File: src/rtl/nan_pick_pkg.sv
package nan_pick_pkg;

  typedef enum logic [1:0] {
    POL_ORDERED   = 2'd0,
    POL_FIRST_NAN = 2'd1,
    POL_MAGNITUDE = 2'd2,
    POL_ALIAS     = 2'd3
  } nan_policy_e;

  function automatic int exp_bits(input int flen);
    if (flen == 64) return 11;
    return 8;
  endfunction

endpackage

File: src/rtl/nan_classify.sv
module nan_classify #(
  parameter int FLEN = 32
) (
  input  logic [FLEN-1:0] op_i,
  output logic            is_snan_o,
  output logic            is_qnan_o
);
  import nan_pick_pkg::*;

  localparam int EXP_W = exp_bits(FLEN);
  localparam int MAN_W = FLEN - 1 - EXP_W;

  logic [EXP_W-1:0] exp_f;
  logic [MAN_W-1:0] man_f;
  logic             exp_max;

  assign exp_f   = op_i[FLEN-2 -: EXP_W];
  assign man_f   = op_i[MAN_W-1:0];
  assign exp_max = &exp_f;

  assign is_qnan_o = exp_max & man_f[MAN_W-1];
  assign is_snan_o = exp_max & ~man_f[MAN_W-1] & (|man_f[MAN_W-2:0]);

endmodule

File: src/rtl/nan_arbiter.sv
module nan_arbiter #(
  parameter int FLEN = 32
) (
  input  logic [FLEN-1:0] opa_i,
  input  logic [FLEN-1:0] opb_i,
  input  logic            a_snan_i,
  input  logic            a_qnan_i,
  input  logic            b_snan_i,
  input  logic            b_qnan_i,
  input  logic [1:0]      policy_i,
  output logic            pick_b_o
);
  import nan_pick_pkg::*;

  logic [FLEN-2:0] mag_a, mag_b;
  logic            a_larger;

  assign mag_a = opa_i[FLEN-2:0];
  assign mag_b = opb_i[FLEN-2:0];

  // equal magnitude: raw-encoding order makes positive A win over negative B
  assign a_larger = (mag_a > mag_b) | ((mag_a == mag_b) & (opa_i < opb_i));

  always_comb begin
    unique case (nan_policy_e'(policy_i))
      POL_FIRST_NAN: pick_b_o = ~(a_snan_i | a_qnan_i);
      POL_MAGNITUDE: begin
        if (a_snan_i)      pick_b_o = b_snan_i ? ~a_larger : b_qnan_i;
        else if (a_qnan_i) pick_b_o = b_qnan_i & ~a_larger;
        else               pick_b_o = 1'b1;
      end
      default:       pick_b_o = ~a_snan_i & (b_snan_i | ~a_qnan_i);
    endcase
  end

endmodule

File: src/rtl/nan_result_fmt.sv
module nan_result_fmt #(
  parameter int FLEN = 32
) (
  input  logic [FLEN-1:0] pick_i,
  input  logic            pick_snan_i,
  input  logic            dflt_nan_i,
  output logic [FLEN-1:0] res_o
);
  import nan_pick_pkg::*;

  localparam int EXP_W = exp_bits(FLEN);
  localparam int MAN_W = FLEN - 1 - EXP_W;
  localparam logic [FLEN-1:0] QBIT     = FLEN'(1) << (MAN_W - 1);
  localparam logic [FLEN-1:0] DFLT_NAN = {1'b0, {EXP_W{1'b1}}, 1'b1, {(MAN_W-1){1'b0}}};

  always_comb begin
    if (dflt_nan_i)       res_o = DFLT_NAN;
    else if (pick_snan_i) res_o = pick_i | QBIT;
    else                  res_o = pick_i;
  end

endmodule

File: src/rtl/nan_pick_unit.sv
module nan_pick_unit #(
  parameter int FLEN = 32
) (
  input  logic            clk_i,
  input  logic            rst_ni,
  input  logic            in_valid_i,
  output logic            in_ready_o,
  input  logic [FLEN-1:0] opa_i,
  input  logic [FLEN-1:0] opb_i,
  input  logic [1:0]      policy_i,
  input  logic            dflt_nan_i,
  output logic            out_valid_o,
  input  logic            out_ready_i,
  output logic [FLEN-1:0] result_o,
  output logic            invalid_o
);
  import nan_pick_pkg::*;

  localparam int EXP_W  = exp_bits(FLEN);
  localparam int MAN_W  = FLEN - 1 - EXP_W;
  localparam int N_OPS  = 2;
  localparam logic [FLEN-1:0] DFLT_NAN = {1'b0, {EXP_W{1'b1}}, 1'b1, {(MAN_W-1){1'b0}}};

  logic [FLEN-1:0] ops [N_OPS];
  logic [N_OPS-1:0] snan_v, qnan_v;
  logic            pick_b;
  logic [FLEN-1:0] pick_op, res_d;
  logic            accept;
  logic            valid_q, inv_q;
  logic [FLEN-1:0] res_q;

  assign ops[0] = opa_i;
  assign ops[1] = opb_i;

  for (genvar g = 0; g < N_OPS; g++) begin : g_cls
    nan_classify #(.FLEN(FLEN)) u_cls (
      .op_i      (ops[g]),
      .is_snan_o (snan_v[g]),
      .is_qnan_o (qnan_v[g])
    );
  end

  nan_arbiter #(.FLEN(FLEN)) u_arb (
    .opa_i    (opa_i),
    .opb_i    (opb_i),
    .a_snan_i (snan_v[0]),
    .a_qnan_i (qnan_v[0]),
    .b_snan_i (snan_v[1]),
    .b_qnan_i (qnan_v[1]),
    .policy_i (policy_i),
    .pick_b_o (pick_b)
  );

  assign pick_op = pick_b ? opb_i : opa_i;

  nan_result_fmt #(.FLEN(FLEN)) u_fmt (
    .pick_i      (pick_op),
    .pick_snan_i (snan_v[pick_b]),
    .dflt_nan_i  (dflt_nan_i),
    .res_o       (res_d)
  );

  assign in_ready_o = ~valid_q | out_ready_i;
  assign accept     = in_valid_i & in_ready_o;

  always_ff @(posedge clk_i or negedge rst_ni) begin
    if (!rst_ni) begin
      valid_q <= 1'b0;
      res_q   <= '0;
      inv_q   <= 1'b0;
    end else if (accept) begin
      valid_q <= 1'b1;
      res_q   <= res_d;
      inv_q   <= |snan_v;
    end else if (out_ready_i) begin
      valid_q <= 1'b0;
    end
  end

  assign out_valid_o = valid_q;
  assign result_o    = res_q;
  assign invalid_o   = inv_q;

  a_r10_hold_stable: assert property (@(posedge clk_i) disable iff (!rst_ni)
    out_valid_o && !out_ready_i |=> out_valid_o && $stable(result_o) && $stable(invalid_o));

  a_r9_never_snan: assert property (@(posedge clk_i) disable iff (!rst_ni)
    out_valid_o && (&result_o[FLEN-2 -: EXP_W]) |-> result_o[MAN_W-1]);

  a_r2_flag_tracks_class: assert property (@(posedge clk_i) disable iff (!rst_ni)
    accept |=> invalid_o == ($past(snan_v[0]) || $past(snan_v[1])));

  a_r3_default_wins: assert property (@(posedge clk_i) disable iff (!rst_ni)
    accept && dflt_nan_i |=> result_o == DFLT_NAN);

  a_r5_first_nan: assert property (@(posedge clk_i) disable iff (!rst_ni)
    accept && !dflt_nan_i && policy_i == 2'd1 && qnan_v[0] |=> result_o == $past(opa_i));

  a_r1_empty_after_reset: assert property (@(posedge clk_i)
    !$past(rst_ni) |-> !out_valid_o);

endmodule

File: config.mk
export PLATFORM = sky130hd
export DESIGN_NAME = nan_pick_unit
export DESIGN_NICKNAME = d
export VERILOG_FILES = /design/src/rtl/nan_pick_pkg.sv /design/src/rtl/nan_classify.sv /design/src/rtl/nan_arbiter.sv /design/src/rtl/nan_result_fmt.sv /design/src/rtl/nan_pick_unit.sv
export SDC_FILE = /design/constraint.sdc
export NUM_CORES = 1
export LEC_CHECK = 0
export ABC_CLOCK_PERIOD_IN_PS = 1600
export BUFFER_PORTS_ARGS = -buffer_cell sky130_fd_sc_hd__buf_2
export CORE_UTILIZATION = 45
export DETAILED_ROUTE_END_ITERATION = 8
export PLACE_DENSITY = 0.88
export SLEW_MARGIN = 20
export SYNTH_ARGS = -nofsm -noshare
export SYNTH_HDL_FRONTEND = slang
export SYNTH_SLANG_ARGS = --single-unit
File: constraint.sdc
create_clock -name clk_i -period 1.6 [get_ports clk_i]
set_input_delay 0.08 -clock clk_i [delete_from_list [all_inputs] [get_ports clk_i]]
set_output_delay 0.08 -clock clk_i [all_outputs]
set_load 0.005 [all_outputs]
==> results.tsv, run 1 <==
stage	metric	value	unit
yosys	net count after synthesis	465	
clock_tree	Clock Sinks	34	
clock_tree	root buf cell	clkbuf_8	
yosys	Yosys reg bits	34	
grt	global route total overflow	360	
yosys	Ys Warns	0	
placement	HPWL after detailed placement	8590	microns
floorplan	die height	82.5	microns
sta	worst endpoint type	sequential cell input	
yosys	main flop type after synthesis	dfrtp_1	
yosys	number of flops mapped to enable cells by yosys	0	
yosys	share of synthesized registers carrying an async set or reset	1.00	
outcome	status	aborted with a tool error	
placement	port bufs	105	
clock_tree	H-tree depth	2	
yosys	post-synthesis cell type count	47	
outcome	failing step	5_1_grt	
grt	Total GRT Usage	0.917	
grt	largest net degree at the start of global routing	35	
placement	GP Congestion	0.947	
floorplan	Ports	106	
yosys	Avg Inst Size Synth	8.10	sq um
placement	Setup Slack @ Placement	-1.04	ns
yosys	Cell Area, Synth	2920	sq um
yosys	Cells after Synth	360	
floorplan	Initial Utilization	0.478	
yosys	sequential cell area fraction in the yosys report	0.292	
floorplan	Die Width	82.5	microns
sta	grt repair worst endpoint	result_o[19]$_DFFE_PN0P_/D	
floorplan	Rows	28	
clock_tree	cts bufs inserted	5	
outcome	First Err	[ERROR GRT-0232] Routing congestion too high. Check the congestion heatmap in the GUI.	
clock_tree	clock tree buffer depth	2	
synthesized netlist by cell type (all sizes together), types with 2 or more instances:
cell     count  area share
or2          2      0.0043
nand4       30       0.064
a31oi        3      0.0064
ha          34        0.15
o2111ai      5       0.015
o211ai      24       0.062
a211oi       4       0.012
and4         4       0.012
buf          9       0.021
and2         3      0.0064
a31o         2      0.0060
nor3        10       0.017
o21ai        9       0.015
nand2       61       0.079
a221oi       3       0.011
clkbuf       6      0.0077
nand2b       3      0.0064
o211a        3       0.010
a21oi       10       0.017
and3         4      0.0086
nand3       11       0.021
a21o         3      0.0077
dfrtp       34        0.29
nor4        11       0.029
inv         35       0.045
o22ai        8       0.017
nor2        18       0.024
logic make-up after synthesis:
kind of cell,count (synthesis),synth area share
adder cells (fa/ha/maj),34,0.146
flip-flops,34,0.292
AO/OA/AOI/OAI,83,0.209
AND/OR/NAND/NOR,159,0.279
buffers and inverters,50,0.0734
timing repair:
action / CTS
hold buffers: 1
hold endpoints to repair: 34
gates resized for setup: 129
gates cloned: 4
pin swaps: 46
setup endpoints to repair: 33
buffers inserted: 23
through the flow:
step / hold slack [ns] / area (sq um) / cells
after floorplan: -0.216 / 3260 / 360
after global placement: 0.182 / 4590 / 623
after detailed placement: 0.212 / 4590 / 623
after CTS: 0.0211 / 5630 / 657
layer usage:
layer	GRT usage	GRT overflow
met5	0.275	0
met4	1.10	106
met3	0.685	1
met2	1.18	250
met1	0.825	3
==> inputs of run 2 (changes only) <==
Settings changed: ABC_CLOCK_PERIOD_IN_PS 1600 to 2100, CORE_UTILIZATION 45 to 30, PLACE_DENSITY 0.88 to not set, PLACE_DENSITY_LB_ADDON set to 0.15.
Clock period 1.6 ns to 2.1 ns, I/O delays scaled along.
==> run 2 against run 1 <==
Effect of this change:
- the flow now finishes without violations
- synthesized area unchanged
- synthesized cell count did not move
==> results.tsv, run 2 <==
stage	metric	value	unit
placement	placed cell count	665	
worst_hold_path	Hold Crit Start	in_valid_i	
sta	RSZ-0062 raised after global routing	yes	
sta	setup total negative slack	0	ns
placement	Setup Slack @ Placement	-0.317	ns
sta	Max Freq	0.483	GHz
floorplan	Rows	35	
clock_tree	cts bufs inserted	5	
floorplan	Ports	106	
yosys	main flop type after synthesis	dfrtp_1	
sta	Slew @ Worst Pin	0.845	ns
detailed_routing	Antenna Nets Post-Route	0	
power_and_ir_drop	Leak	2.25	nW
placement	port bufs	105	
clock_tree	H-tree depth	2	
grt	global route total overflow	0	
yosys	main area contributors after synthesis	dfrtp_1 29%, ha_1 15%, nand2_1 7.9%, nand4_1 6.4%, o211ai_1 6.2%	
job	max_cap viols	0	
power_and_ir_drop	final total power	2.20	mW
worst_hold_path	Hold WC Path Type	in -> reg	
layout	fin nets	656	
layout	antenna fix cells	0	
setup_path	crit-path max FO	6	
yosys	top-count cell post-synth	nand2_1	
sta	Final Max Tran Viols	0	
clock_tree	CTS clock-pin slew for the worst setup and hold paths	0.08	ns
grt	largest net degree at the start of global routing	35	
detailed_routing	WL final	11400	microns
layout	max FFs per register	32	
clock_tree	Clock Sinks	34	
setup_path	R2R setup slack	0.39	ns
grt	met1 GRT Util	0.300	
grt	Most Crowded Layer GR	met2	
sta	Fin. Hold Viols	0	
yosys	Cells after Synth	360	
clock_tree	root buf cell	clkbuf_8	
worst_hold_path	hold-critical path endpoint	out_valid_o	
yosys	share of synthesized registers carrying an async set or reset	1.00	
detailed_routing	first-pass iteration count of the detailed router	5	
grt	antenna violations before repair	0	
grt	GR Util met2	0.361	
sta	PnR worst setup slack	0.0317	ns
clock_tree	CTS tree	yes	
power_and_ir_drop	P per Cell Area	456	nW/um^2
sta	Slew Limit Headroom	0.437	
grt	Total GRT Usage	0.221	
yosys	Yosys reg bits	34	
yosys	Commonest cells post-synth	61 x nand2_1, 35 x inv_1, 34 x dfrtp_1, 34 x ha_1, 30 x nand4_1	
floorplan	die height	101	microns
grt	number of global-route vias before repair	3530	
floorplan	Die Width	101	microns
layout	Cell Count, Final, Fillers Out	681	
layout	fillers	944	
floorplan	Initial Utilization	0.313	
setup_path	Worst setup SP type	primary input	
setup_path	CP endpoint kind	flop	
yosys	number of flops mapped to enable cells by yosys	0	
layout	most frequent cells in the layout	98 x buf_2, 84 x buf_4, 59 x nand2_1, 34 x dfrtp_1	
grt	first-pass GRT wire length	17200	microns
detailed_routing	via count	3583	
setup_path	Worst EP arrival	2.24	ns
setup_path	Worst Reg-to-Reg Cells	7	
sta	Worst Skew	0.00137	ns
yosys	Cell Area, Synth	2920	sq um
worst_hold_path	hold-critical path depth	2	
placement	HPWL after detailed placement	8490	microns
floorplan	core area	9330	sq um
detailed_routing	Starting DRT DRC Count	152	
sta	fin crit share	0.985	
detailed_routing	vias per inst	5.26	
clock_tree	clock latency on the worst-skew pair	0.29	ns
yosys	sequential cell area fraction in the yosys report	0.292	
detailed_routing	drt wl/cell	16.8	microns
setup_path	CP Data Required Time	2.27	ns
yosys	net count after synthesis	465	
layout	area grow syn2layout	65.4	%
placement	GP Congestion	0.884	
setup_path	Crit Path Class	in -> reg	
grt	met3 usage	0.0340	
setup_path	R2R Path Start	out_valid_o	
sta	final setup fails	0	
layout	share of cells above drive strength 1	0.469	
yosys	Synth area leader	dfrtp_1	
outcome	status	finished, final reports clean	
layout	commonest non-fill, non-tap cell in the layout	buf_2	
yosys	post-synthesis cell type count	47	
floorplan	die area	10100	sq um
yosys	share of the synthesized area in the top cell type	0.292	
sta	min Tclk post-route	2.07	ns
detailed_routing	Residual DRC	0	
yosys	Avg Inst Size Synth	8.10	sq um
power_and_ir_drop	peak supply drop	192	uV
clock_tree	clock tree buffer depth	2	
yosys	Ys Warns	0	
setup_path	R2R Path End	result_o[10]	
-- run 2: area by class of cell --
| type | instances | area [sq um] | area share |
|---|---|---|---|
| clock buffers | 7 | 86.3 | 0.0179 |
| clock inverters | 1 | 5.00 | 0.00104 |
| inverters | 35 | 131 | 0.0272 |
| multi-input cells | 276 | 2230 | 0.463 |
| flip-flops and latches | 34 | 851 | 0.176 |
| well taps | 129 | 161 | 0.0335 |
| repair buffers | 199 | 1360 | 0.281 |
-- run 2: worst max-delay path by stage --
stage / slack, ns / depth (start not counted) / from / end
finish: 0.03 / 10 / opb_i[17] / result_o[10]
global route: -0.04 / 10 / opb_i[17] / result_o[10]
floorplan: 0.04 / 10 / opb_i[13] / result_o[1]
global placement: -0.30 / 10 / opa_i[13] / result_o[26]
CTS: 0.04 / 10 / opa_i[13] / result_o[29]
detailed placement: -0.32 / 10 / opa_i[13] / result_o[29]
-- run 2: logic make-up after synthesis --
logic type / after synthesis / synth area share
flops: 34 / 0.292
simple gates: 159 / 0.279
fa+ha+maj: 34 / 0.146
buf+inv: 50 / 0.0734
compound gates: 83 / 0.209
-- run 2: power breakdown --
| group | leakage [nW] | internal, mW | switching (mW) | total, mW |
|---|---|---|---|---|
| clock | 0.0482 | 0.265 | 0.274 | 0.539 |
| sequential | 0.417 | 0.741 | 0.0452 | 0.786 |
| combinational | 1.79 | 0.444 | 0.432 | 0.876 |
| total | 2.25 | 1.45 | 0.751 | 2.20 |
-- run 2: per-stage QoR --
step                      area, sq um   util  hold WS (ns)
after CTS                        4300  0.461        0.0145
after global placement           4190  0.449         0.254
final                            4820  0.517        0.0178
after global routing             4820  0.517        0.0321
after floorplan                  2920      -        -0.191
after detailed placement         4190  0.449         0.257
-- run 2: layer usage --
layer	wire length, microns	vias up
met5	0	-
met4	186	0
met3	628	14
met2	5400	127
met1	5220	1711
li1	-	1731
-- run 2: critical path, stage by stage --
cell and delay [ns]:
buf_6 0.10, buf_6 0.11, nor4_4 0.26, nand4_1 0.21, or2_1 0.31, o211a_1 0.26
a311o_2 0.49, buf_12 0.17, nand4_1 0.08, o211ai_1 0.11
-- run 2: repair_timing --
item / in CTS / in global routing
pin swaps: 0 / 38
hold buffers: 1 / 0
cloned: 0 / 4
endpoints found under the setup margin: 1 / 32
gates resized for setup: 1 / 77
setup buffers: 0 / 3
hold endpoints to repair: 34 / 0
Note: power is estimated with default switching activity, not from simulation.
